===== config.mk =====
export PLATFORM = sky130hd
export DESIGN_NAME = tmr_channel
export DESIGN_NICKNAME = d
export VERILOG_FILES = /design/src/rtl/tmr_chan_pkg.sv /design/src/rtl/tmr_gate_sync.sv /design/src/rtl/tmr_mode_ctrl.sv /design/src/rtl/tmr_elapsed.sv /design/src/rtl/tmr_outsel.sv /design/src/rtl/tmr_snap.sv /design/src/rtl/tmr_channel.sv
export SDC_FILE = /design/constraint.sdc
export NUM_CORES = 1
export LEC_CHECK = 0
export ABC_AREA = 0
export BUFFER_PORTS_ARGS = -buffer_cell sky130_fd_sc_hd__buf_4
export CORE_ASPECT_RATIO = 0.6
export CORE_MARGIN = 2
export CORE_UTILIZATION = 60
export DETAILED_ROUTE_END_ITERATION = 10
export PLACE_DENSITY_LB_ADDON = 0.08
export SYNTH_ARGS = -nofsm -noshare
export SYNTH_HDL_FRONTEND = slang
export SYNTH_HIERARCHICAL = 1
export SYNTH_SLANG_ARGS = --single-unit

===== constraint.sdc =====
create_clock -name clk -period 6.3 [get_ports clk]
set_input_delay 0.945 -clock clk [delete_from_list [all_inputs] [get_ports clk]]
set_output_delay 0.945 -clock clk [all_outputs]
set_load 0.02 [all_outputs]

===== src/rtl/tmr_chan_pkg.sv =====
package tmr_chan_pkg;

  typedef enum logic [2:0] {
    MD_TERM    = 3'd0,
    MD_ONESHOT = 3'd1,
    MD_RATE    = 3'd2,
    MD_SQUARE  = 3'd3,
    MD_SWSTB   = 3'd4,
    MD_HWSTB   = 3'd5
  } tmr_mode_e;

  // codes 6 and 7 fold onto the rate and square modes
  function automatic tmr_mode_e fold_mode(input logic [2:0] raw);
    if (raw[2] && raw[1]) return tmr_mode_e'({1'b0, raw[1:0]});
    return tmr_mode_e'(raw);
  endfunction

  function automatic logic gate_retrig(input tmr_mode_e m);
    return (m == MD_ONESHOT) || (m == MD_RATE) || (m == MD_SQUARE) || (m == MD_HWSTB);
  endfunction

  function automatic logic gate_holds(input tmr_mode_e m);
    return (m == MD_TERM) || (m == MD_SWSTB);
  endfunction

endpackage


===== src/rtl/tmr_gate_sync.sv =====
module tmr_gate_sync #(
  parameter logic RST_VAL = 1'b1
) (
  input  logic clk,
  input  logic rst_n,
  input  logic gate_in,
  output logic gate_lvl,
  output logic gate_rise
);

  logic smp_q, prv_q;

  always_ff @(posedge clk or negedge rst_n) begin
    if (!rst_n) begin
      smp_q <= RST_VAL;
      prv_q <= RST_VAL;
    end else begin
      smp_q <= gate_in;
      prv_q <= smp_q;
    end
  end

  assign gate_lvl  = smp_q;
  assign gate_rise = smp_q & ~prv_q;

endmodule


===== src/rtl/tmr_mode_ctrl.sv =====
module tmr_mode_ctrl
  import tmr_chan_pkg::*;
(
  input  logic       clk,
  input  logic       rst_n,
  input  logic       prog,
  input  logic [2:0] prog_mode,
  input  logic       prog_bcd,
  input  logic       load,
  input  logic       tick,
  input  logic       gate_lvl,
  input  logic       gate_rise,
  output tmr_mode_e  mode_q,
  output logic       programmed_q,
  output logic       bcd_q,
  output logic       restart,
  output logic       advance
);

  tmr_mode_e mode_d;
  logic      prog_d, bcd_d, run_d, run_q;
  logic      retrig_hit;

  always_comb begin
    mode_d = mode_q;
    prog_d = programmed_q;
    bcd_d  = bcd_q;
    run_d  = run_q;
    if (prog) begin
      mode_d = fold_mode(prog_mode);
      prog_d = 1'b1;
      bcd_d  = prog_bcd;
      run_d  = 1'b0;
    end else if (load) begin
      run_d  = programmed_q;
    end
  end

  always_comb begin
    retrig_hit = programmed_q && gate_retrig(mode_q) && gate_rise;
    restart    = prog || load || retrig_hit;
    advance    = tick && run_q && !restart && (!gate_holds(mode_q) || gate_lvl);
  end

  always_ff @(posedge clk or negedge rst_n) begin
    if (!rst_n) begin
      mode_q       <= MD_TERM;
      programmed_q <= 1'b0;
      bcd_q        <= 1'b0;
      run_q        <= 1'b0;
    end else begin
      mode_q       <= mode_d;
      programmed_q <= prog_d;
      bcd_q        <= bcd_d;
      run_q        <= run_d;
    end
  end

endmodule


===== src/rtl/tmr_elapsed.sv =====
module tmr_elapsed #(
  parameter int W = 16
) (
  input  logic         clk,
  input  logic         rst_n,
  input  logic         load,
  input  logic [W-1:0] load_val,
  input  logic         restart,
  input  logic         advance,
  output logic [W:0]   init_q,
  output logic [W-1:0] cnt_q,
  output logic [W:0]   rem_q,
  output logic         past_q,
  output logic [W:0]   ph_q,
  output logic         moved_q
);

  localparam int NW = W + 1;
  localparam logic [NW-1:0] FULL = {1'b1, {W{1'b0}}};

  logic [NW-1:0] new_n, n_sel, init_d, rem_d, ph_d, ph_inc;
  logic [W-1:0]  cnt_d;
  logic          past_d, moved_d;

  always_comb begin
    new_n  = (load_val == '0) ? FULL : {1'b0, load_val};
    n_sel  = load ? new_n : init_q;
    init_d = load ? new_n : init_q;
    ph_inc = ph_q + 1'b1;
    cnt_d   = cnt_q;
    rem_d   = rem_q;
    past_d  = past_q;
    ph_d    = ph_q;
    moved_d = moved_q;
    if (restart) begin
      cnt_d   = n_sel[W-1:0];
      rem_d   = n_sel;
      past_d  = 1'b0;
      ph_d    = '0;
      moved_d = 1'b0;
    end else if (advance) begin
      cnt_d   = cnt_q - 1'b1;
      rem_d   = (rem_q == '0) ? '0 : rem_q - 1'b1;
      past_d  = past_q || (rem_q == '0);
      ph_d    = (ph_inc == init_q) ? '0 : ph_inc;
      moved_d = 1'b1;
    end
  end

  always_ff @(posedge clk or negedge rst_n) begin
    if (!rst_n) begin
      init_q  <= FULL;
      cnt_q   <= '0;
      rem_q   <= FULL;
      past_q  <= 1'b0;
      ph_q    <= '0;
      moved_q <= 1'b0;
    end else begin
      init_q  <= init_d;
      cnt_q   <= cnt_d;
      rem_q   <= rem_d;
      past_q  <= past_d;
      ph_q    <= ph_d;
      moved_q <= moved_d;
    end
  end

endmodule


===== src/rtl/tmr_outsel.sv =====
module tmr_outsel
  import tmr_chan_pkg::*;
#(
  parameter int W = 16
) (
  input  tmr_mode_e    mode,
  input  logic         programmed,
  input  logic [W:0]   init_n,
  input  logic [W-1:0] cnt,
  input  logic [W:0]   rem,
  input  logic         past,
  input  logic [W:0]   ph,
  input  logic         moved,
  output logic [W-1:0] count_val,
  output logic         out_sig
);

  localparam int NW = W + 1;

  logic [NW:0]   init_x, twice, twice_mod, half;
  logic [NW-1:0] rate_cnt, sq_cnt;
  logic          sq_hi;

  always_comb begin
    init_x    = {1'b0, init_n};
    twice     = {ph, 1'b0};
    twice_mod = (twice >= init_x) ? twice - init_x : twice;
    half      = (init_x + 1'b1) >> 1;
    sq_hi     = ({1'b0, ph} < half);
    rate_cnt  = init_n - ph;
    sq_cnt    = init_n - twice_mod[NW-1:0];
  end

  always_comb begin
    unique case (mode)
      MD_RATE:   count_val = rate_cnt[W-1:0];
      MD_SQUARE: count_val = sq_cnt[W-1:0];
      default:   count_val = cnt;
    endcase
  end

  always_comb begin
    if (!programmed) begin
      out_sig = 1'b0;
    end else begin
      unique case (mode)
        MD_TERM:    out_sig = (rem == '0);
        MD_ONESHOT: out_sig = (rem != '0);
        MD_RATE:    out_sig = (ph == '0) && moved;
        MD_SQUARE:  out_sig = sq_hi;
        default:    out_sig = (rem == '0) && !past;
      endcase
    end
  end

endmodule


===== src/rtl/tmr_snap.sv =====
module tmr_snap #(
  parameter int W = 16
) (
  input  logic         clk,
  input  logic         rst_n,
  input  logic         snap_req,
  input  logic         snap_clr,
  input  logic [W-1:0] live,
  output logic [W-1:0] snap_val,
  output logic         snap_held
);

  logic [W-1:0] val_d;
  logic         held_d;

  always_comb begin
    val_d  = snap_val;
    held_d = snap_held;
    if (snap_clr) begin
      held_d = 1'b0;
    end else if (snap_req && !snap_held) begin
      val_d  = live;
      held_d = 1'b1;
    end
  end

  always_ff @(posedge clk or negedge rst_n) begin
    if (!rst_n) begin
      snap_val  <= '0;
      snap_held <= 1'b0;
    end else begin
      snap_val  <= val_d;
      snap_held <= held_d;
    end
  end

endmodule


===== src/rtl/tmr_channel.sv =====
module tmr_channel
  import tmr_chan_pkg::*;
#(
  parameter int   CNT_W    = 16,
  parameter logic GATE_RST = 1'b1
) (
  input  logic             clk,
  input  logic             rst_n,
  input  logic             tick,
  input  logic             gate_in,
  input  logic             prog,
  input  logic [2:0]       prog_mode,
  input  logic             prog_bcd,
  input  logic             load,
  input  logic [CNT_W-1:0] load_val,
  input  logic             snap_req,
  input  logic             snap_clr,
  output logic [CNT_W-1:0] count_val,
  output logic             out_sig,
  output logic [2:0]       mode_cfg,
  output logic             bcd_cfg,
  output logic             programmed,
  output logic [CNT_W-1:0] snap_val,
  output logic             snap_held
);

  tmr_mode_e        mode_q;
  logic             gate_lvl, gate_rise, restart, advance;
  logic [CNT_W:0]   init_q, rem_q, ph_q;
  logic [CNT_W-1:0] cnt_q;
  logic             past_q, moved_q;

  tmr_gate_sync #(.RST_VAL(GATE_RST)) u_gate (
    .clk(clk), .rst_n(rst_n), .gate_in(gate_in),
    .gate_lvl(gate_lvl), .gate_rise(gate_rise)
  );

  tmr_mode_ctrl u_ctrl (
    .clk(clk), .rst_n(rst_n), .prog(prog), .prog_mode(prog_mode),
    .prog_bcd(prog_bcd), .load(load), .tick(tick),
    .gate_lvl(gate_lvl), .gate_rise(gate_rise),
    .mode_q(mode_q), .programmed_q(programmed), .bcd_q(bcd_cfg),
    .restart(restart), .advance(advance)
  );

  tmr_elapsed #(.W(CNT_W)) u_elapsed (
    .clk(clk), .rst_n(rst_n), .load(load), .load_val(load_val),
    .restart(restart), .advance(advance),
    .init_q(init_q), .cnt_q(cnt_q), .rem_q(rem_q), .past_q(past_q),
    .ph_q(ph_q), .moved_q(moved_q)
  );

  tmr_outsel #(.W(CNT_W)) u_outsel (
    .mode(mode_q), .programmed(programmed), .init_n(init_q), .cnt(cnt_q),
    .rem(rem_q), .past(past_q), .ph(ph_q), .moved(moved_q),
    .count_val(count_val), .out_sig(out_sig)
  );

  tmr_snap #(.W(CNT_W)) u_snap (
    .clk(clk), .rst_n(rst_n), .snap_req(snap_req), .snap_clr(snap_clr),
    .live(count_val), .snap_val(snap_val), .snap_held(snap_held)
  );

  assign mode_cfg = mode_q;

endmodule


==> flow_summary_export.csv, run 1 <==
group,metric,value,unit
outcome,status,"finished clean",
synth,synth_cell_types,81,
hold_path,holdPathStages,0,
critical_path,critical_path_arrival,5.23,ns
die,die_h,92.56,um
cts,htreeDepth,3,
synth,seq_area_frac_synth,30.06,%
placement,place_area,8584,um2
global_routing,antenna_found_initial,1,
drt,drt_pre_antenna_iters,6,
sta,hold_ws,0.3807,ns
critical_path,path_buf_inv,2,
sta,max_slew_margin,26.57,%
pwr,p_leak,3.840,nW
synth,synth.largest_area_cell,"dfrtp_1",
drt,wl,27490,um
placement,gp_congestion,1.094,
die,core-area,12810,um2
synth,synth.area.top_cells,"dfrtp_1, ha_1, xnor2_1",
cells_and_area,fin_nets,1083,
global_routing,grt_max_degree,84,
cts,clock_latency,0.36,ns
cells_and_area,finalInstanceArea,9039,um2
critical_path,path_delay_family,"compound AO/OA/AOI/OAI gates",
critical_path,path_cells,"clkinvlp_4, fa_1, a21oi_1, o211a_1, o211ai_1, a21oi_2, o21ai_4, mux2i_1, nor2_1, a21oi_2, fa_1, a21o_1, a21o_1, a21oi_2, o21a_1, nor3_1, o311a_1, or4_1, nand3_1, buf_4",
synth,synthCells,918,
die,num_rows,32,
sta,setup_tns,0,ns
synth,synth-edff-count,0,
drt,drt-initial-drc-count,1302,
synth,async_flop_share,100.0,%
hold_path,min_from,"u_gate/gate_lvl$_DFF_PN1_",
critical_path,crit_fanout,7,
synth,yosysWarningCount,6,
cts,postCtsHoldBufs,0,
die,ios,67,
placement,detailed_place_hpwl,20440,um
critical_path,regToRegSetupSlack,1.35,ns
critical_path,critical_path.max_stage_delay,0.49,ns
synth,synth.most_common_cell,"nand2_1",
synth,syn_area,7843,um2
global_routing,gr-usage-all-layers,39.56,%
cells_and_area,drive_above_1_share,20.08,%
critical_path,start_kind,"flip-flop",
pwr,power.density,218.8,nW/um2
cts,clock-sinks,94,
die,start_util,61.21,%
sta,maxSlewViolCount,0,
critical_path,r2r_start,"u_elapsed/init_q[0]$_DFF_PN0_",
critical_path,path_common_cell,"a21oi_2",
drt,drc_errors,0,
cts,cts_buffers,9,
placement,portBuffers,66,
hold_path,worstHoldPathType,"flip-flop to flip-flop",
global_routing,overflow,0,
critical_path,slowest_stage,"fa_1",
drt,via_per_inst,6.886,
pwr,power,1.978,mW
drt,wl_per_cell,23.33,um
critical_path,path_class,"flip-flop to primary output",
synth,syn_nets,1000,
global_routing,grt_pass1_wl,41950,um
placement,dp.cells,1146,
sta,hold_violations,0,
synth,synth_area_per_cell,8.543,um2
sta,post-route-min-period,6.180,ns
global_routing,grt_pass1_vias,7495,
sta,max_freq,161.8,MHz
die,dieArea,14030,um2
sta,setup_violations,0,
cells_and_area,stdcell_count,1178,
synth,synth_commonest_cells,"nand2_1, dfrtp_1, nor2_1",
sta,fin_crit_sh,98.09,%
critical_path,endpoint_kind,"primary output",
cts,cts_tree,"built",
drt,vias,8112,
critical_path,ff2ff_path_depth,20,
pwr,irDropWorstVdd,0.1431,mV
cells_and_area,syn_to_final_growth,15.25,%
run,maxCapViolations,0,
cts,cts-root-buf,"clkbuf_16",
drt,detail-route-antenna-nets,0,
cts,clkTransAtPathRegs,0.07,ns
critical_path,critPathLaunch,"u_elapsed/init_q[0]$_DFF_PN0_",
hold_path,holdPathEnd,"u_gate/prv_q$_DFF_PN1_",
die,die_width,151.6,um
cts,clock_path_buffers,2,
critical_path,cp.required,5.35,ns
synth,ys.flop_type,"dfrtp_1",
sta,worst_pin_slew,1.101,ns
synth,synth.top_cell.area_share,28.72,%
synth,ys_seq_elements,94,
critical_path,reg2reg_to,"u_snap/snap_val[15]$_DFFE_PN0P_",
sta,finClkSkew,0.007214,ns
per-stage QoR:
| stage | setup slack [ns] | utilization (%) |
|---|---|---|
| after floorplan | 0.8026 | - |
| after global placement | 0.4870 | 67.00 |
| after detailed placement | 0.3559 | 67.00 |
| after CTS | 0.009548 | 69.35 |
| after global routing | -0.03333 | 70.51 |
| final | 0.1204 | 70.55 |
how the worst max path moves through the flow:
stage,to,slack [ns],cells past startpoint
finish,count_val[14],0.12,20
global route,count_val[15],-0.03,21
CTS,count_val[15],0.01,20
detailed placement,count_val[14],0.36,21
global placement,count_val[15],0.49,20
floorplan,count_val[14],0.80,23
repair_timing:
action,in CTS,in global routing
setup buffers,0,13
pin swaps,0,2
setup endpoints to repair,2,7
gates resized for setup,1,13
sequential cells by signal (all words and copies together), names as in the netlist:
signal and cells:
u_ctrl/bcd_q 1, u_ctrl/mode_q 3, u_ctrl/programmed_q 1, u_ctrl/run_q 1
u_elapsed/cnt_q 16, u_elapsed/init_q 17, u_elapsed/moved_q 1, u_elapsed/past_q 1
u_elapsed/ph_q 17, u_elapsed/rem_q 17, u_gate/gate_lvl 1, u_gate/prv_q 1
u_snap/snap_held 1, u_snap/snap_val 16
metal layers:
layer	global-route usage, %	wire (um)
met4	10.57	844
met3	10.59	3972
met2	56.56	11390
met5	4.231	46
met1	58.51	11230
cell families after synthesis:
logic type | share of synthesized area, %
and+or+nand+nor | 22.26
AOI/OAI and AO/OA | 20.02
DFF | 30.06
buffers and inverters | 4.802
xor gates and xnor gates | 8.376
adders and majority gates | 8.807
muxes | 5.680
cell usage in the layout (no fill, tap or decap), types with 8 or more instances in the layout:
| cell | synthesis | layout |
|---|---|---|
| a211oi_1 | 9 | 8 |
| a21o_1 | 16 | 16 |
| a21oi_1 | 52 | 50 |
| a22o_1 | 12 | 12 |
| buf_4 | 3 | 111 |
| clkbuf_16 | 0 | 9 |
| dfrtp_1 | 90 | 85 |
| ha_1 | 52 | 49 |
| inv_1 | 42 | 41 |
| mux2_2 | 27 | 27 |
| mux2i_1 | 13 | 13 |
| nand2_1 | 95 | 95 |
| nand3_1 | 37 | 37 |
| nand4_1 | 10 | 10 |
| nor2_1 | 71 | 70 |
| nor2b_1 | 8 | 8 |
| nor3_1 | 19 | 19 |
| nor4_1 | 26 | 25 |
| o211ai_1 | 9 | 9 |
| o21ai_0 | 59 | 59 |
| o31ai_1 | 10 | 9 |
| or2_2 | 10 | 10 |
| or3_1 | 8 | 8 |
| xnor2_1 | 58 | 58 |
| xor2_1 | 17 | 17 |
cell type report:
| class | instances | area [um2] |
|---|---|---|
| clock buffers | 9 | 225.2 |
| fillers | 1054 | 3774 |
| flip-flops and latches | 94 | 2364 |
| repair buffers | 112 | 838.3 |
| inverters | 43 | 165.2 |
| clock inverters | 7 | 67.56 |
| multi-input cells | 741 | 5161 |
| diodes | 2 | 5.005 |
| well taps | 170 | 212.7 |
report_power, final:
part / internal (mW) / switching [mW] / total [mW]
registers: 0.679 / 0.0835 / 0.762
logic: 0.274 / 0.384 / 0.658
clock network: 0.278 / 0.279 / 0.557
total: 1.23 / 0.746 / 1.98
(Power assumes the default switching activity.)
==> run 2, diff against run 1 <==
- BUFFER_PORTS_ARGS: -buffer_cell sky130_fd_sc_hd__buf_4 -> unset
- DONT_BUFFER_PORTS: unset -> 1
==> run 2 against run 1 <==
  * The run now ends with max-capacitance violations, max-slew violations left
  * Wire length fell by 3.8%
  * Critical path depth grew 1
  * Register-to-register slack worse by 0.02 ns
  * Sequential cell count unchanged
  * Cell count shrank 6.9%
  * Fmax grew 2.9%
  * Die area stayed put
  * Critical endpoint unchanged
  * Largest power group unchanged
==> flow_summary_export.csv, run 2 (same netlist as run 1, synthesis figures left out) <==
group,metric,value,unit
critical_path,critPathLaunch,"u_elapsed/init_q[2]$_DFF_PN0_",
drt,detail-route-antenna-nets,0,
drt,wl,26450,um
cells_and_area,fin_nets,1004,
global_routing,grt_pass1_wl,40340,um
cts,cts_tree,"built",
critical_path,ff2ff_path_depth,22,
sta,setup_violations,0,
placement,portBuffers,0,
cts,clkTransAtPathRegs,0.08,ns
cells_and_area,drive_above_1_share,13.16,%
drt,wl_per_cell,24.11,um
pwr,power.density,219.0,nW/um2
critical_path,critical_path_arrival,5.06,ns
critical_path,start_kind,"flip-flop",
sta,max_slew_margin,-0.5498,%
global_routing,grt_max_degree,95,
outcome,status,"finished with violations",
die,num_rows,32,
outcome,violations,"max-capacitance violations, max-slew violations",
cells_and_area,syn_to_final_growth,7.339,%
cts,postCtsHoldBufs,0,
sta,setup_tns,0,ns
sta,worst_pin_slew,1.470,ns
cells_and_area,layout_common_cells,"nand2_1, dfrtp_1, nor2_1",
sta,hold_violations,0,
cts,clock-sinks,94,
die,ios,67,
critical_path,cp-endpoint,"count_val[14]",
cts,clock_path_buffers,2,
hold_path,worstHoldPathType,"input pin to async pin",
sta,finClkSkew,0.01386,ns
sta,hold_ws,0.2746,ns
critical_path,regToRegSetupSlack,1.33,ns
cells_and_area,layout_commonest_cell,"nand2_1",
drt,vias,7598,
critical_path,reg2reg_to,"u_snap/snap_val[15]$_DFFE_PN0P_",
sta,post-route-min-period,6.008,ns
global_routing,antenna_found_initial,0,
die,die_h,92.56,um
drt,via_per_inst,6.926,
placement,gp_congestion,1.044,
critical_path,endpoint_kind,"primary output",
die,dieArea,14030,um2
global_routing,gr-usage-all-layers,38.40,%
drt,drc_errors,0,
drt,drt_pre_antenna_iters,6,
die,core-area,12810,um2
cts,cts_buffers,9,
cts,clock_latency,0.35,ns
cells_and_area,reg_top3,"u_elapsed/init_q (17), u_elapsed/ph_q (17), u_elapsed/rem_q (17)",
global_routing,grt_pass1_vias,7108,
critical_path,r2r_start,"u_elapsed/init_q[2]$_DFF_PN0_",
critical_path,cp.required,5.35,ns
cts,htreeDepth,3,
pwr,irDropWorstVdd,0.1407,mV
die,start_util,61.21,%
global_routing,overflow,0,
sta,fin_crit_sh,95.37,%
cts,cts-root-buf,"clkbuf_16",
critical_path,path_class,"flip-flop to primary output",
sta,maxSlewViolCount,1,
placement,detailed_place_hpwl,19980,um
run,maxCapViolations,1,
sta,rsz0062_at_grt,"yes",
sta,max_freq,166.4,MHz
cells_and_area,diodes,0,
drt,drt-initial-drc-count,1122,
die,die_width,151.6,um
critical_path,crit_fanout,11,
pwr,p_leak,3.461,nW
[run 2: cell count changes in the layout (fill, tap and decap cells not counted), moves of 2 or more]
cell     delta
dfrtp_1     -4
dfrtp_2     +4
ha_1        +2
diode_2     -2
buf_4      -78
[run 2: power by group]
part	switching (mW)	internal, mW
registers	0.142	0.679
clock network	0.276	0.281
logic	0.275	0.191
total	0.693	1.15
[run 2: layer usage]
layer	vias to the layer above	track usage (%)	routed length (um)	part of all wire, %
li1	3360	-	-	-
met1	3702	56.57	11510	44
met2	479	53.73	10760	41
met3	57	12.46	3512	13
met4	0	10.65	664	2.5
met5	-	0	0	0
[run 2: stage by stage]
step                instances  utilization (%)  cell area [um2]  total power, mW  worst slack, ns
floorplan                 918                -             7843            1.135           0.8026
global placement         1080            63.13             8089            1.259           0.6804
detailed placement       1080            63.13             8089            1.279           0.4952
CTS                      1096            65.47             8388            1.837           0.1069
global route             1097            65.70             8418            1.921         -0.01222
finish                   1097            65.70             8418            1.844           0.2920
[run 2: cell type report]
cell class,instances,area [um2]
Fill cell,1080,4394
Clock buffer,9,225.2
Clock inverter,7,73.82
Tap cell,170,212.7
Inverter,43,161.4
Timing Repair Buffer,33,247.7
Multi-Input combinational cell,741,5129
Sequential cell,94,2369
[run 2: repair_timing]
action,CTS,global route
setup buffers,0,1
resized for setup,0,12
setup endpoints to repair,0,4
[run 2: how the worst min path moves through the flow]
stage | to | slack [ns] | cells past startpoint
after floorplan | u_gate/prv_q$_DFF_PN1_ | 0.36 | 0
after global placement | u_gate/prv_q$_DFF_PN1_ | 0.37 | 0
after detailed placement | u_gate/prv_q$_DFF_PN1_ | 0.37 | 0
after CTS | u_elapsed/ph_q[15]$_DFFE_PN0P_ | 0.27 | 0
after global routing | u_elapsed/ph_q[15]$_DFFE_PN0P_ | 0.26 | 0
final | u_elapsed/ph_q[15]$_DFFE_PN0P_ | 0.27 | 0
[run 2: critical path: stages, from the launching register on]
cell and delay [ns]:
dfrtp_1 0.55, inv_1 0.08, ha_1 0.39, a21oi_1 0.12
o211a_1 0.28, o211ai_1 0.22, a21oi_1 0.11, o21ai_2 0.15
buf_4 0.17, nand3_1 0.09, nand2_1 0.08, ha_1 0.16
inv_1 0.07, fa_1 0.41, a21o_1 0.19, a21o_1 0.20
a21oi_2 0.16, o21a_1 0.14, nor3_1 0.08, o311a_1 0.38
or4_1 0.50, nand3_2 0.19
